`config.mk`:
```
export PLATFORM = sky130hd
export DESIGN_NAME = sticky_wdog
export DESIGN_NICKNAME = d
export VERILOG_FILES = /design/src/rtl/sticky_wdog_pkg.sv /design/src/rtl/wdog_prescale.sv /design/src/rtl/wdog_count.sv /design/src/rtl/wdog_flag.sv /design/src/rtl/sticky_wdog.sv
export SDC_FILE = /design/constraint.sdc
export NUM_CORES = 1
export LEC_CHECK = 0
export ABC_AREA = 0
export BUFFER_PORTS_ARGS = -buffer_cell sky130_fd_sc_hd__buf_2
export CAP_MARGIN = 20
export CORE_MARGIN = 2
export CORE_UTILIZATION = 50
export DETAILED_ROUTE_END_ITERATION = 10
export PLACE_DENSITY = 0.72
export SYNTH_ARGS = -nofsm -noshare
export SYNTH_HDL_FRONTEND = slang
export SYNTH_HIERARCHICAL = 1
export SYNTH_SLANG_ARGS = --single-unit
```
`constraint.sdc`:
```
create_clock -name clk -period 3.4 [get_ports clk]
set_clock_uncertainty 0.2 [all_clocks]
set_input_delay 0.51 -clock clk [delete_from_list [all_inputs] [get_ports clk]]
set_output_delay 0.51 -clock clk [all_outputs]
set_load 0.05 [all_outputs]
```
`src/rtl/sticky_wdog_pkg.sv`:
```
package sticky_wdog_pkg;

    localparam int DATA_W   = 8;
    localparam int KICK_BIT = 7;
    localparam int FLAG_BIT = 7;

    localparam logic [7:0] DEF_STAT_ADDR = 8'hDE;
    localparam logic [7:0] DEF_CLR_ADDR  = 8'hDF;

    // Status byte: flag on top, count in the low bits, the rest zero.
    function automatic logic [DATA_W-1:0] pack_status(input logic flag,
                                                      input logic [FLAG_BIT-1:0] cnt);
        logic [DATA_W-1:0] v;
        v = '0;
        v[FLAG_BIT] = flag;
        v[FLAG_BIT-1:0] = cnt;
        return v;
    endfunction

endpackage

```
`src/rtl/wdog_prescale.sv`:
```
module wdog_prescale #(
    parameter int PRE_W = 18
) (
    input  logic clk,
    input  logic rst_n,
    input  logic clr_i,
    output logic tick_o
);
    localparam logic [PRE_W-1:0] PRE_MAX = '1;

    typedef struct packed {
        logic [PRE_W-1:0] pre;
    } pre_st_t;

    pre_st_t s_d, s_q;

    always_comb begin
        s_d = s_q;
        if (clr_i) begin
            s_d.pre = '0;
        end else begin
            s_d.pre = s_q.pre + 1'b1;
        end
    end

    always_ff @(posedge clk or negedge rst_n) begin
        if (!rst_n) begin
            s_q <= '0;
        end else begin
            s_q <= s_d;
        end
    end

    assign tick_o = (s_q.pre == PRE_MAX);

    // two ticks are never adjacent.
    a_r3_tick_spacing: assert property (@(posedge clk) disable iff (!rst_n)
        tick_o |=> !tick_o);

    // a clear leaves no tick in the following cycle.
    a_r7_pre_restart: assert property (@(posedge clk) disable iff (!rst_n)
        clr_i |=> !tick_o);

endmodule

```
`src/rtl/wdog_count.sv`:
```
module wdog_count #(
    parameter int CNT_W = 4
) (
    input  logic             clk,
    input  logic             rst_n,
    input  logic             tick_i,
    input  logic             kick_i,
    input  logic             hold_i,
    output logic [CNT_W-1:0] cnt_o,
    output logic             ovf_o
);
    localparam logic [CNT_W-1:0] CNT_MAX = '1;

    typedef struct packed {
        logic [CNT_W-1:0] cnt;
    } cnt_st_t;

    cnt_st_t s_d, s_q;
    logic    ovf;

    always_comb begin
        s_d = s_q;
        ovf = 1'b0;
        if (kick_i || hold_i) begin
            s_d.cnt = '0;
        end else if (tick_i) begin
            ovf     = (s_q.cnt == CNT_MAX);
            s_d.cnt = s_q.cnt + 1'b1;
        end
    end

    always_ff @(posedge clk or negedge rst_n) begin
        if (!rst_n) begin
            s_q <= '0;
        end else begin
            s_q <= s_d;
        end
    end

    assign cnt_o = s_q.cnt;
    assign ovf_o = ovf;

    // without a tick, a service write or a hold, the count does not move.
    a_r3_count_only_on_tick: assert property (@(posedge clk) disable iff (!rst_n)
        (!tick_i && !kick_i && !hold_i) |=> $stable(s_q.cnt));

    // an overflow leaves the counter at zero.
    a_r4_wrap_to_zero: assert property (@(posedge clk) disable iff (!rst_n)
        ovf_o |=> (cnt_o == '0));

    // the count stays at zero while held.
    a_r5_hold_zero: assert property (@(posedge clk) disable iff (!rst_n)
        hold_i |=> (cnt_o == '0));

endmodule

```
`src/rtl/wdog_flag.sv`:
```
module wdog_flag #(
    parameter int PULSE_LEN = 4
) (
    input  logic clk,
    input  logic rst_n,
    input  logic ovf_i,
    input  logic kick_i,
    output logic flag_o,
    output logic pulse_o
);
    localparam int RW = $clog2(PULSE_LEN + 1);
    localparam logic [RW-1:0] REM_LOAD = RW'(PULSE_LEN);
    localparam logic [RW-1:0] REM_ONE  = RW'(1);

    typedef struct packed {
        logic          flag;
        logic [RW-1:0] rem;
    } flag_st_t;

    flag_st_t s_d, s_q;

    always_comb begin
        s_d = s_q;
        if (kick_i) begin
            s_d.flag = 1'b0;
        end else if (ovf_i) begin
            s_d.flag = 1'b1;
        end
        if (ovf_i) begin
            s_d.rem = REM_LOAD;
        end else if (s_q.rem != '0) begin
            s_d.rem = s_q.rem - REM_ONE;
        end
    end

    always_ff @(posedge clk or negedge rst_n) begin
        if (!rst_n) begin
            s_q <= '0;
        end else begin
            s_q <= s_d;
        end
    end

    assign flag_o  = s_q.flag;
    assign pulse_o = (s_q.rem != '0);

    // an overflow sets the flag and starts the pulse.
    a_r4_flag_and_pulse: assert property (@(posedge clk) disable iff (!rst_n)
        ovf_i |=> (flag_o && pulse_o));

    // no overflow is reported while a pulse is running.
    a_r5_no_retrigger: assert property (@(posedge clk) disable iff (!rst_n)
        pulse_o |-> !ovf_i);

    // the flag holds until a service write.
    a_r6_flag_sticky: assert property (@(posedge clk) disable iff (!rst_n)
        (flag_o && !kick_i) |=> flag_o);

    // the flag never rises without an overflow.
    a_r8_flag_source: assert property (@(posedge clk) disable iff (!rst_n)
        (!flag_o && !ovf_i) |=> !flag_o);

endmodule

```
`src/rtl/sticky_wdog.sv`:
```
module sticky_wdog
    import sticky_wdog_pkg::*;
#(
    parameter int             PRE_W     = 18,
    parameter int             CNT_W     = 4,
    parameter int             PULSE_LEN = 4,
    parameter int             ADDR_W    = 8,
    parameter logic [ADDR_W-1:0] STAT_ADDR = ADDR_W'(DEF_STAT_ADDR),
    parameter logic [ADDR_W-1:0] CLR_ADDR  = ADDR_W'(DEF_CLR_ADDR)
) (
    input  logic              clk,
    input  logic              rst_n,
    input  logic [ADDR_W-1:0] bus_addr,
    input  logic              bus_wr,
    input  logic [7:0]        bus_wdata,
    output logic [7:0]        bus_rdata,
    output logic              wdog_rst_o
);
    logic             kick;
    logic             tick;
    logic             ovf;
    logic             pulse;
    logic             flag;
    logic             pre_clr;
    logic [CNT_W-1:0] cnt;

    always_comb begin
        kick    = bus_wr && (bus_addr == CLR_ADDR) && bus_wdata[KICK_BIT];
        pre_clr = kick || pulse;
    end

    wdog_prescale #(.PRE_W(PRE_W)) u_prescale (
        .clk    (clk),
        .rst_n  (rst_n),
        .clr_i  (pre_clr),
        .tick_o (tick)
    );

    wdog_count #(.CNT_W(CNT_W)) u_count (
        .clk    (clk),
        .rst_n  (rst_n),
        .tick_i (tick),
        .kick_i (kick),
        .hold_i (pulse),
        .cnt_o  (cnt),
        .ovf_o  (ovf)
    );

    wdog_flag #(.PULSE_LEN(PULSE_LEN)) u_flag (
        .clk     (clk),
        .rst_n   (rst_n),
        .ovf_i   (ovf),
        .kick_i  (kick),
        .flag_o  (flag),
        .pulse_o (pulse)
    );

    always_comb begin
        if (bus_addr == STAT_ADDR) begin
            bus_rdata = pack_status(flag, (FLAG_BIT)'(cnt));
        end else begin
            bus_rdata = '0;
        end
    end

    assign wdog_rst_o = pulse;

    // a service write leaves the count at zero and the flag clear.
    a_r7_kick_clears: assert property (@(posedge clk) disable iff (!rst_n)
        kick |=> (cnt == '0 && !flag));

    // a service write in the overflow cycle suppresses the pulse.
    a_r7_kick_priority: assert property (@(posedge clk) disable iff (!rst_n)
        (kick && !pulse) |=> !wdog_rst_o);

    // the status byte keeps bits 6..4 at zero.
    a_r2_status_gap: assert property (@(posedge clk) disable iff (!rst_n)
        bus_rdata[6:4] == 3'b000);

endmodule

```
# Word-level counts from Yosys, hierarchy flattened
# Index checks and enable logic that the tools add are counted.
# word_totals
regBits	26
in_bits	19
out_inout_bits	9
wordCells	28
# op_classes
addsub	3
n_eq_ne	4
n_mux	10
n_reduce_logical	7
# ops
operator	count
18-bit by 1-bit adder with 18-bit output (second input constant)	1
18-bit equality test (second input constant)	1
18-bit 2-to-1 mux	1
8-bit equality test (second input constant)	2
4-bit 2-to-1 mux	2
8-bit 2-to-1 mux	1
3-bit 2-to-1 mux	2
2-bit nonzero test	3
4-bit by 1-bit adder with 4-bit output (second input constant)	1
4-bit equality test (second input constant)	1
1-bit 2-to-1 mux	4
3-bit nonzero test	1
3-bit by 1-bit subtractor with 3-bit output (second input constant)	1
1-bit logical AND	2
1-bit logical OR	1

# Longest topological paths before layout
# Gate-level depths: netlist (run 1).
# depth
depth_word	7
mapped_depth	9
ltp_nobuf	8

# Hierarchy
# Netlist (run 1), hierarchy kept.
# by_module_without_submodules
module	instances	cells_per_inst	area_each_um2	seq_area_each_um2
wdog_prescale	1	89	922.1	450.4
wdog_count	1	20	237.7	100.1
wdog_flag	1	19	212.7	100.1
sticky_wdog	1	20	138.9	0.0

# Worst setup path after synthesis (run 1)
# OpenSTA, ideal clock, no wires.
# synth_timing
kind	in2out
from	in bus_addr[3]
to	out bus_rdata[0]
arrival_ns	2.156
required_ns	2.690
path_slack_ns	0.534
cell_stages	2
path_buffers	0
cell_sequence	nand4_4 > nor4_1
# synth_via
elab_chain_len	2
# synth_lines
item	line	source
from (decl)	sticky_wdog.sv:13	input logic [ADDR_W-1:0] bus_addr,
8-bit equality test	sticky_wdog.sv:59	if (bus_addr == STAT_ADDR) begin
8-bit 2-to-1 mux	sticky_wdog.sv:59	
to (decl)	sticky_wdog.sv:16	output logic [7:0] bus_rdata,
# Every way passes these cells.

# Worst setup path after layout (run 1)
# layout_timing
from	reg u_prescale/s_q[0] (netlist name)
to	reg u_flag/s_q[0] (netlist name)
# layout_via
elab_chain_len	4
word_cells_on_any_way	5
cone_classes	1 x eq/ne; 3 x mux; 1 x reduce/logical
# layout_lines
item	line	source
from (decl)	wdog_prescale.sv:15	pre_st_t s_d, s_q;
from (signal assigned)	wdog_prescale.sv:28	s_q <= '0;
from (signal assigned)	wdog_prescale.sv:30	s_q <= s_d;
18-bit equality test (*)	wdog_prescale.sv:34	assign tick_o = (s_q.pre == PRE_MAX);
net tick	sticky_wdog.sv:20	logic tick;
1-bit 2-to-1 mux (*)	wdog_count.sv:26	end else if (tick_i) begin
1-bit 2-to-1 mux (*)	wdog_count.sv:24	if (kick_i || hold_i) begin
net ovf	sticky_wdog.sv:21	logic ovf;
3-bit 2-to-1 mux / 2-bit nonzero test (equally long branches)	-	
to (signal assigned)	wdog_flag.sv:38	s_q <= '0;
to (signal assigned)	wdog_flag.sv:40	s_q <= s_d;
to (decl)	wdog_flag.sv:20	flag_st_t s_d, s_q;
# Mark *: on every way through the listed nets, which the timed path passes. The rest lies on a longest branch.
# A chain may end at the register's enable or synchronous reset.

==> impl_metrics.yaml, run 1 <==
grt:
  grt_remaining_overflow: 0
  antenna_found_initial: 0
  grt_pass1_wl_um: 4420
  grt_pass1_vias: 1076
  grt.total_usage_pct: 16.7
  grt_max_degree: 27
cells_and_area:
  stdcell_area_sq_um: 1660
  multi_input_area_sq_um: 798
  area_delta_synth_final_pct: 9.85
  drive_gt1_share_pct: 24.0
  register_area_sq_um: 651
  final_nets: 191
  nFillCells: 250
  diodes: 0
cts:
  clk_pin_slew_worst_paths_ns: 0.14
  cts.path.max_buffers: 2
  cts.sinks: 26
  cts_resized: 0
  insertion_delay_ns: 0.31
  h-tree-depth: 1
  cts_buffers: 3
  cts_tree: "yes"
  clk_root_buffer_cell: "clkbuf_4"
critical_path:
  worstReg2RegStart: "u_prescale/s_q[0]"
  slowest_delay_ns: 0.43
  cp_max_fo: 6
  cp_cell_sequence: "ha_1 -> nand3_1 -> nor4_4 -> and4_2 -> nand4_1 -> nor2_1 -> nor2b_1 -> mux2_4"
  cp-end-kind: "register"
  arrival_ns: 2.70
  crit_required_ns: 3.41
  reg2reg_slack_ns: 0.71
  start_kind: "register"
  worstRegToRegCells: 8
  rr_endpoint: "u_flag/s_q[0]"
  slowest_stage: "nor4_4"
  crit_type: "register to register"
  path_buf_inv: 0
  crit_family: "simple AND/OR/NAND/NOR gates"
placement:
  post-place-ws_ns: 0.713
  gp_congestion: 0.751
  post_dp_cell_area_sq_um: 1610
  portBuffers: 17
  dpl.hpwl_um: 1950
timing:
  min_period_over_period_pct: 79.1
  fin_ws_ns: 0.712
  setup-tns-final_ns: 0
  fmax_mhz: 372
  max_slew.worst_pin.slew_ns: 0.727
  finalSetupViolCount: 0
  slew_headroom_pct: 51.2
  rsz0062_at_grt: "no"
  finalHoldViolations: 0
  finalMaxSlewViolations: 0
  fin_crit_ns: 2.69
synth:
  syn_inst: 148
  synth-edff-count: 0
  yosys_warnings: 6
  synth_top_area_share_pct: 43.0
  synth_seq_cells: 26
  synth_top_area_cell: "dfrtp_1"
  synth_area_sq_um: 1510
  synth_commonest_cells: "26 x dfrtp_1, 22 x nor2_1, 9 x inv_1"
  yosysMostFrequentCell: "dfrtp_1"
  synth_seq_area_share_pct: 43.0
  synth_area_per_cell_sq_um: 10.2
  ys_types: 45
  async_flop_share_pct: 100
  synthTopCellsByArea: "dfrtp_1 43%, nor2_1 5.5%, xnor2_1 3.5%"
  synth_flop_cell: "dfrtp_1"
hold_path:
  hold_start: "u_prescale/s_q[0]"
  hold_class: "register to register"
  worstHoldEndpoint: "u_prescale/s_q[0]"
  worstHoldPathCells: 1
die:
  dieArea_sq_um: 3480
  rows: 19
  die_w_um: 59.0
  core_sq_um: 2810
  start_util_pct: 53.9
  die_y_um: 59.0
  boundaryPins: 28
drt:
  routed_wl_um: 2580
  initialDrtViolationCount: 48
  vias: 1091
  avgRoutedWirePerCell_um: 13.0
  dr.pass1.iters: 4
  avgViaCountPerCell: 5.51
  antenna_left: 0
  drc_errors: 0
status:
  status: "finished, final reports clean"
flow_run:
  max-cap-violations: 0
pwr:
  pwr_density_cell_nw_per_um2: 449
  power_uw: 745
  max-vdd-ir-drop_v: 0.000244
  leakage_nw: 0.792
## per-layer routing
layer,wire length (um),vias to the layer above,part of all wire [%],track usage [%]
li1,-,550,-,-
met1,1130,530,44,20.4
met2,1390,9,54,29.7
met3,45,2,1.7,2.62
met4,18,0,0.70,5.84
met5,0,-,0,0
## placed cells by master (no fill, tap or decap), drive strengths merged, types with 5 or more instances in the layout
master,n
inv,9
nand3,5
dfrtp,26
nand2,6
nand4,5
xnor2,6
a21oi,6
nor2,22
nor4,8
buf,18
## flip-flops by register name (all words and copies together), names as in the netlist
| signal | cells |
|---|---|
| u_prescale/s_q | 18 |
| u_count/cnt_o | 4 |
| u_flag/s_q | 3 |
| u_flag/flag_o | 1 |
## worst max path at each step
stage	cells past startpoint	slack, ns	from	to
finish	8	0.71	u_prescale/s_q[0]	u_flag/s_q[0]
global route	8	0.50	u_prescale/s_q[0]	u_flag/s_q[0]
CTS	8	0.71	u_prescale/s_q[0]	u_flag/s_q[0]
detailed placement	8	0.71	u_prescale/s_q[0]	u_flag/s_q[0]
global placement	8	0.82	u_prescale/s_q[0]	u_flag/s_q[0]
floorplan	2	0.53	bus_addr[3]	bus_rdata[0]
## cell families after synthesis
group / synth area share (%)
other: 0.248
buffers and inverters: 4.97
multiplexers: 3.39
adder cells (fa/ha/maj): 3.31
AND/OR/NAND/NOR: 31.4
AO/OA/AOI/OAI: 7.87
flip-flops: 43.0
XOR/XNOR: 5.79
## what timing repair did
item                       in CTS  in global routing
setup buffers                   0                  0
hold endpoints to repair       26                  0
hold buffers                    1                  0
setup endpoints to repair       0                  0
## power breakdown
group	switching, mW	leakage [nW]	internal, mW
clock	0.0882	0.0210	0.0654
combinational	0.139	0.420	0.0967
sequential	0.0197	0.351	0.336
total	0.247	0.792	0.498
## through the flow
stage          hold WS (ns)  cells  utilization (%)
6_report              0.287    198             59.2
5_1_grt               0.325    198             59.2
4_1_cts               0.293    198             59.2
3_5_place_dp          0.273    193             57.5
3_3_place_gp          0.265    193             57.5
2_1_floorplan        0.0144    150                -
## worst register-to-register path: stages, from the launching register on
cell and delay (ns):
dfrtp_1 0.40, ha_1 0.21, nand3_1 0.15, nor4_4 0.43, and4_2 0.41, nand4_1 0.12, nor2_1 0.29, nor2b_1 0.09
mux2_4 0.28
## cell type report
| cell class | count | share of cell area (%) |
|---|---|---|
| Clock buffer | 4 | 2.19 |
| Inverter | 9 | 2.03 |
| Timing Repair Buffer | 19 | 6.18 |
| Sequential cell | 26 | 39.2 |
| Tap cell | 31 | 2.34 |
| Multi-Input combinational cell | 109 | 48.1 |
Power figures use the tool's default switching activity.
==> run 2: changes to the inputs <==
==> constraint.sdc (replaced) <==
create_clock -name clk -period 2.6 [get_ports clk]
set_clock_uncertainty 0.2 [all_clocks]
set_input_delay 0.39 -clock clk [delete_from_list [all_inputs] [get_ports clk]]
set_output_delay 0.39 -clock clk [all_outputs]
set_load 0.05 [all_outputs]
==> impl_metrics.yaml, run 2 (synthesis results as in run 1) <==
drt:
  initialDrtViolationCount: 32
  avgViaCountPerCell: 5.57
  highest_layer: "met4"
  wl_met1_um: 1170
  antenna_left: 0
  dr_wl_met3_um: 42
  routed_wl_um: 2730
  wl_met2_um: 1450
  vias: 1114
  dr.pass1.iters: 4
  drc_errors: 0
  avgRoutedWirePerCell_um: 13.6
critical_path:
  cp.depth: 8
  arrival_ns: 2.42
  crit_required_ns: 2.63
  slowest_stage: "dfrtp_1"
  rr_endpoint: "u_flag/s_q[0]"
  reg2reg_slack_ns: 0.20
  worstRegToRegCells: 8
  start_kind: "register"
  slowest_delay_ns: 0.42
  crit_end: "u_flag/s_q[0]"
  crit_family: "simple AND/OR/NAND/NOR gates"
  startpoint: "u_prescale/s_q[0]"
  cp_cell_sequence: "ha_1 -> nand3_1 -> nor4_4 -> and4_2 -> nand4_1 -> nor2_1 -> nor2b_1 -> mux2_4"
  cp_max_fo: 5
  worstReg2RegStart: "u_prescale/s_q[0]"
  cp-end-kind: "register"
  path_buf_inv: 0
  crit_type: "register to register"
cts:
  cts.path.max_buffers: 2
  cts_resized: 0
  cts_tree: "yes"
  clk_pin_slew_worst_paths_ns: 0.14
  cts.sinks: 26
  h-tree-depth: 1
  post_cts_buffers: 0
  insertion_delay_ns: 0.32
  clk_root_buffer_cell: "clkbuf_4"
  cts_buffers: 3
  holdBufCountCts: 1
timing:
  finalSetupViolCount: 0
  rsz0062_at_grt: "no"
  fmax_mhz: 417
  fin_crit_ns: 2.40
  fin_ws_ns: 0.201
  min_period_over_period_pct: 92.3
  finalMaxSlewViolations: 0
  slew_headroom_pct: 62.4
  max_slew.worst_pin.slew_ns: 0.565
  finalHoldViolations: 0
  setup-tns-final_ns: 0
placement:
  post_dp_cell_area_sq_um: 1630
  gp_congestion: 0.876
  portBuffers: 17
  dp_cells: 195
  dpl.hpwl_um: 2020
  post-place-ws_ns: 0.223
pwr:
  seqPwrFrac_pct: 47.5
  sw_frac_of_total_pct: 33.5
  share_comb_of_total_power_pct: 31.7
  switching_power_uw: 329
  pwr_density_cell_nw_per_um2: 585
  leakage_nw: 0.803
  internal_power_uw: 652
  max-vdd-ir-drop_v: 0.000329
  clkPwrFrac_pct: 20.8
grt:
  grt.total_usage_pct: 18.0
  antenna_found_initial: 0
  grt_max_degree: 27
  grt_pass1_wl_um: 4800
  grt_pass1_vias: 1142
  grt_remaining_overflow: 0
cells_and_area:
  largest_reg_flops: 18
  post-route-util_pct: 59.7
  finish.cell_count_without_fillers: 200
  final_nets: 193
  diodes: 0
  layout_commonest_cell: "dfrtp_1"
  stdcell_area_sq_um: 1680
  area_delta_synth_final_pct: 10.8
  final_cell_mix: "26 x dfrtp_1, 22 x nor2_1, 17 x buf_2"
  drive_gt1_share_pct: 24.9
  largest_register: "u_prescale/s_q"
die:
  dieArea_sq_um: 3480
  boundaryPins: 28
  die_y_um: 59.0
  die_w_um: 59.0
  rows: 19
  core_sq_um: 2810
  start_util_pct: 53.9
hold_path:
  worstHoldPathCells: 1
  hold_start: "u_prescale/s_q[0]"
  hold_class: "register to register"
flow_run:
  max-cap-violations: 0
status:
  status: "finished, final reports clean"
[run 2: cell count changes in the layout (fill, tap and decap cells not counted), sizes merged]
cell / delta
buf: +2
[run 2: power groups by stage]
stage | sequential, mW | clock [mW] | combinational [mW]
after floorplan | 0.467 | 0 | 0.240
after global placement | 0.470 | 0 | 0.295
after detailed placement | 0.473 | 0 | 0.314
after CTS | 0.466 | 0.218 | 0.317
after global routing | 0.470 | 0.229 | 0.342
final | 0.465 | 0.204 | 0.311
[run 2: per-layer routing]
layer	vias to the layer above	global-route usage [%]
met5	-	0
met4	0	9.74
met3	5	1.97
met2	8	32.4
met1	551	20.8
li1	550	-
[run 2: area by class of cell]
type                    count  area [sq um]
inverters                   9          33.8
well taps                  31          38.8
fillers                   255          1130
flip-flops and latches     26           651
clock buffers               4          36.3
multi-input cells         109           798
repair buffers             21           118
[run 2: how the worst min path moves through the flow]
| stage | slack (ns) | endpoint |
|---|---|---|
| after floorplan | -0.11 | u_count/cnt_o[0] |
| after global placement | 0.22 | u_flag/s_q[1] |
| after detailed placement | 0.22 | u_prescale/s_q[8] |
| after CTS | 0.27 | u_flag/flag_o |
| after global routing | 0.32 | u_flag/flag_o |
| final | 0.31 | u_prescale/s_q[0] |
[run 2: per-stage QoR]
step / hold slack, ns / power, mW
4_1_cts: 0.274 / 1.00
3_5_place_dp: 0.224 / 0.788
5_1_grt: 0.318 / 1.04
3_3_place_gp: 0.217 / 0.765
2_1_floorplan: -0.106 / 0.707
6_report: 0.305 / 0.981
[run 2: worst reg2reg max path, cell delays in order, from the launching register on]
cell     delay, ns
dfrtp_1       0.42
ha_1          0.22
nand3_1       0.15
nor4_4        0.30
and4_2        0.28
nand4_1       0.09
nor2_1        0.28
nor2b_1       0.09
mux2_4        0.27
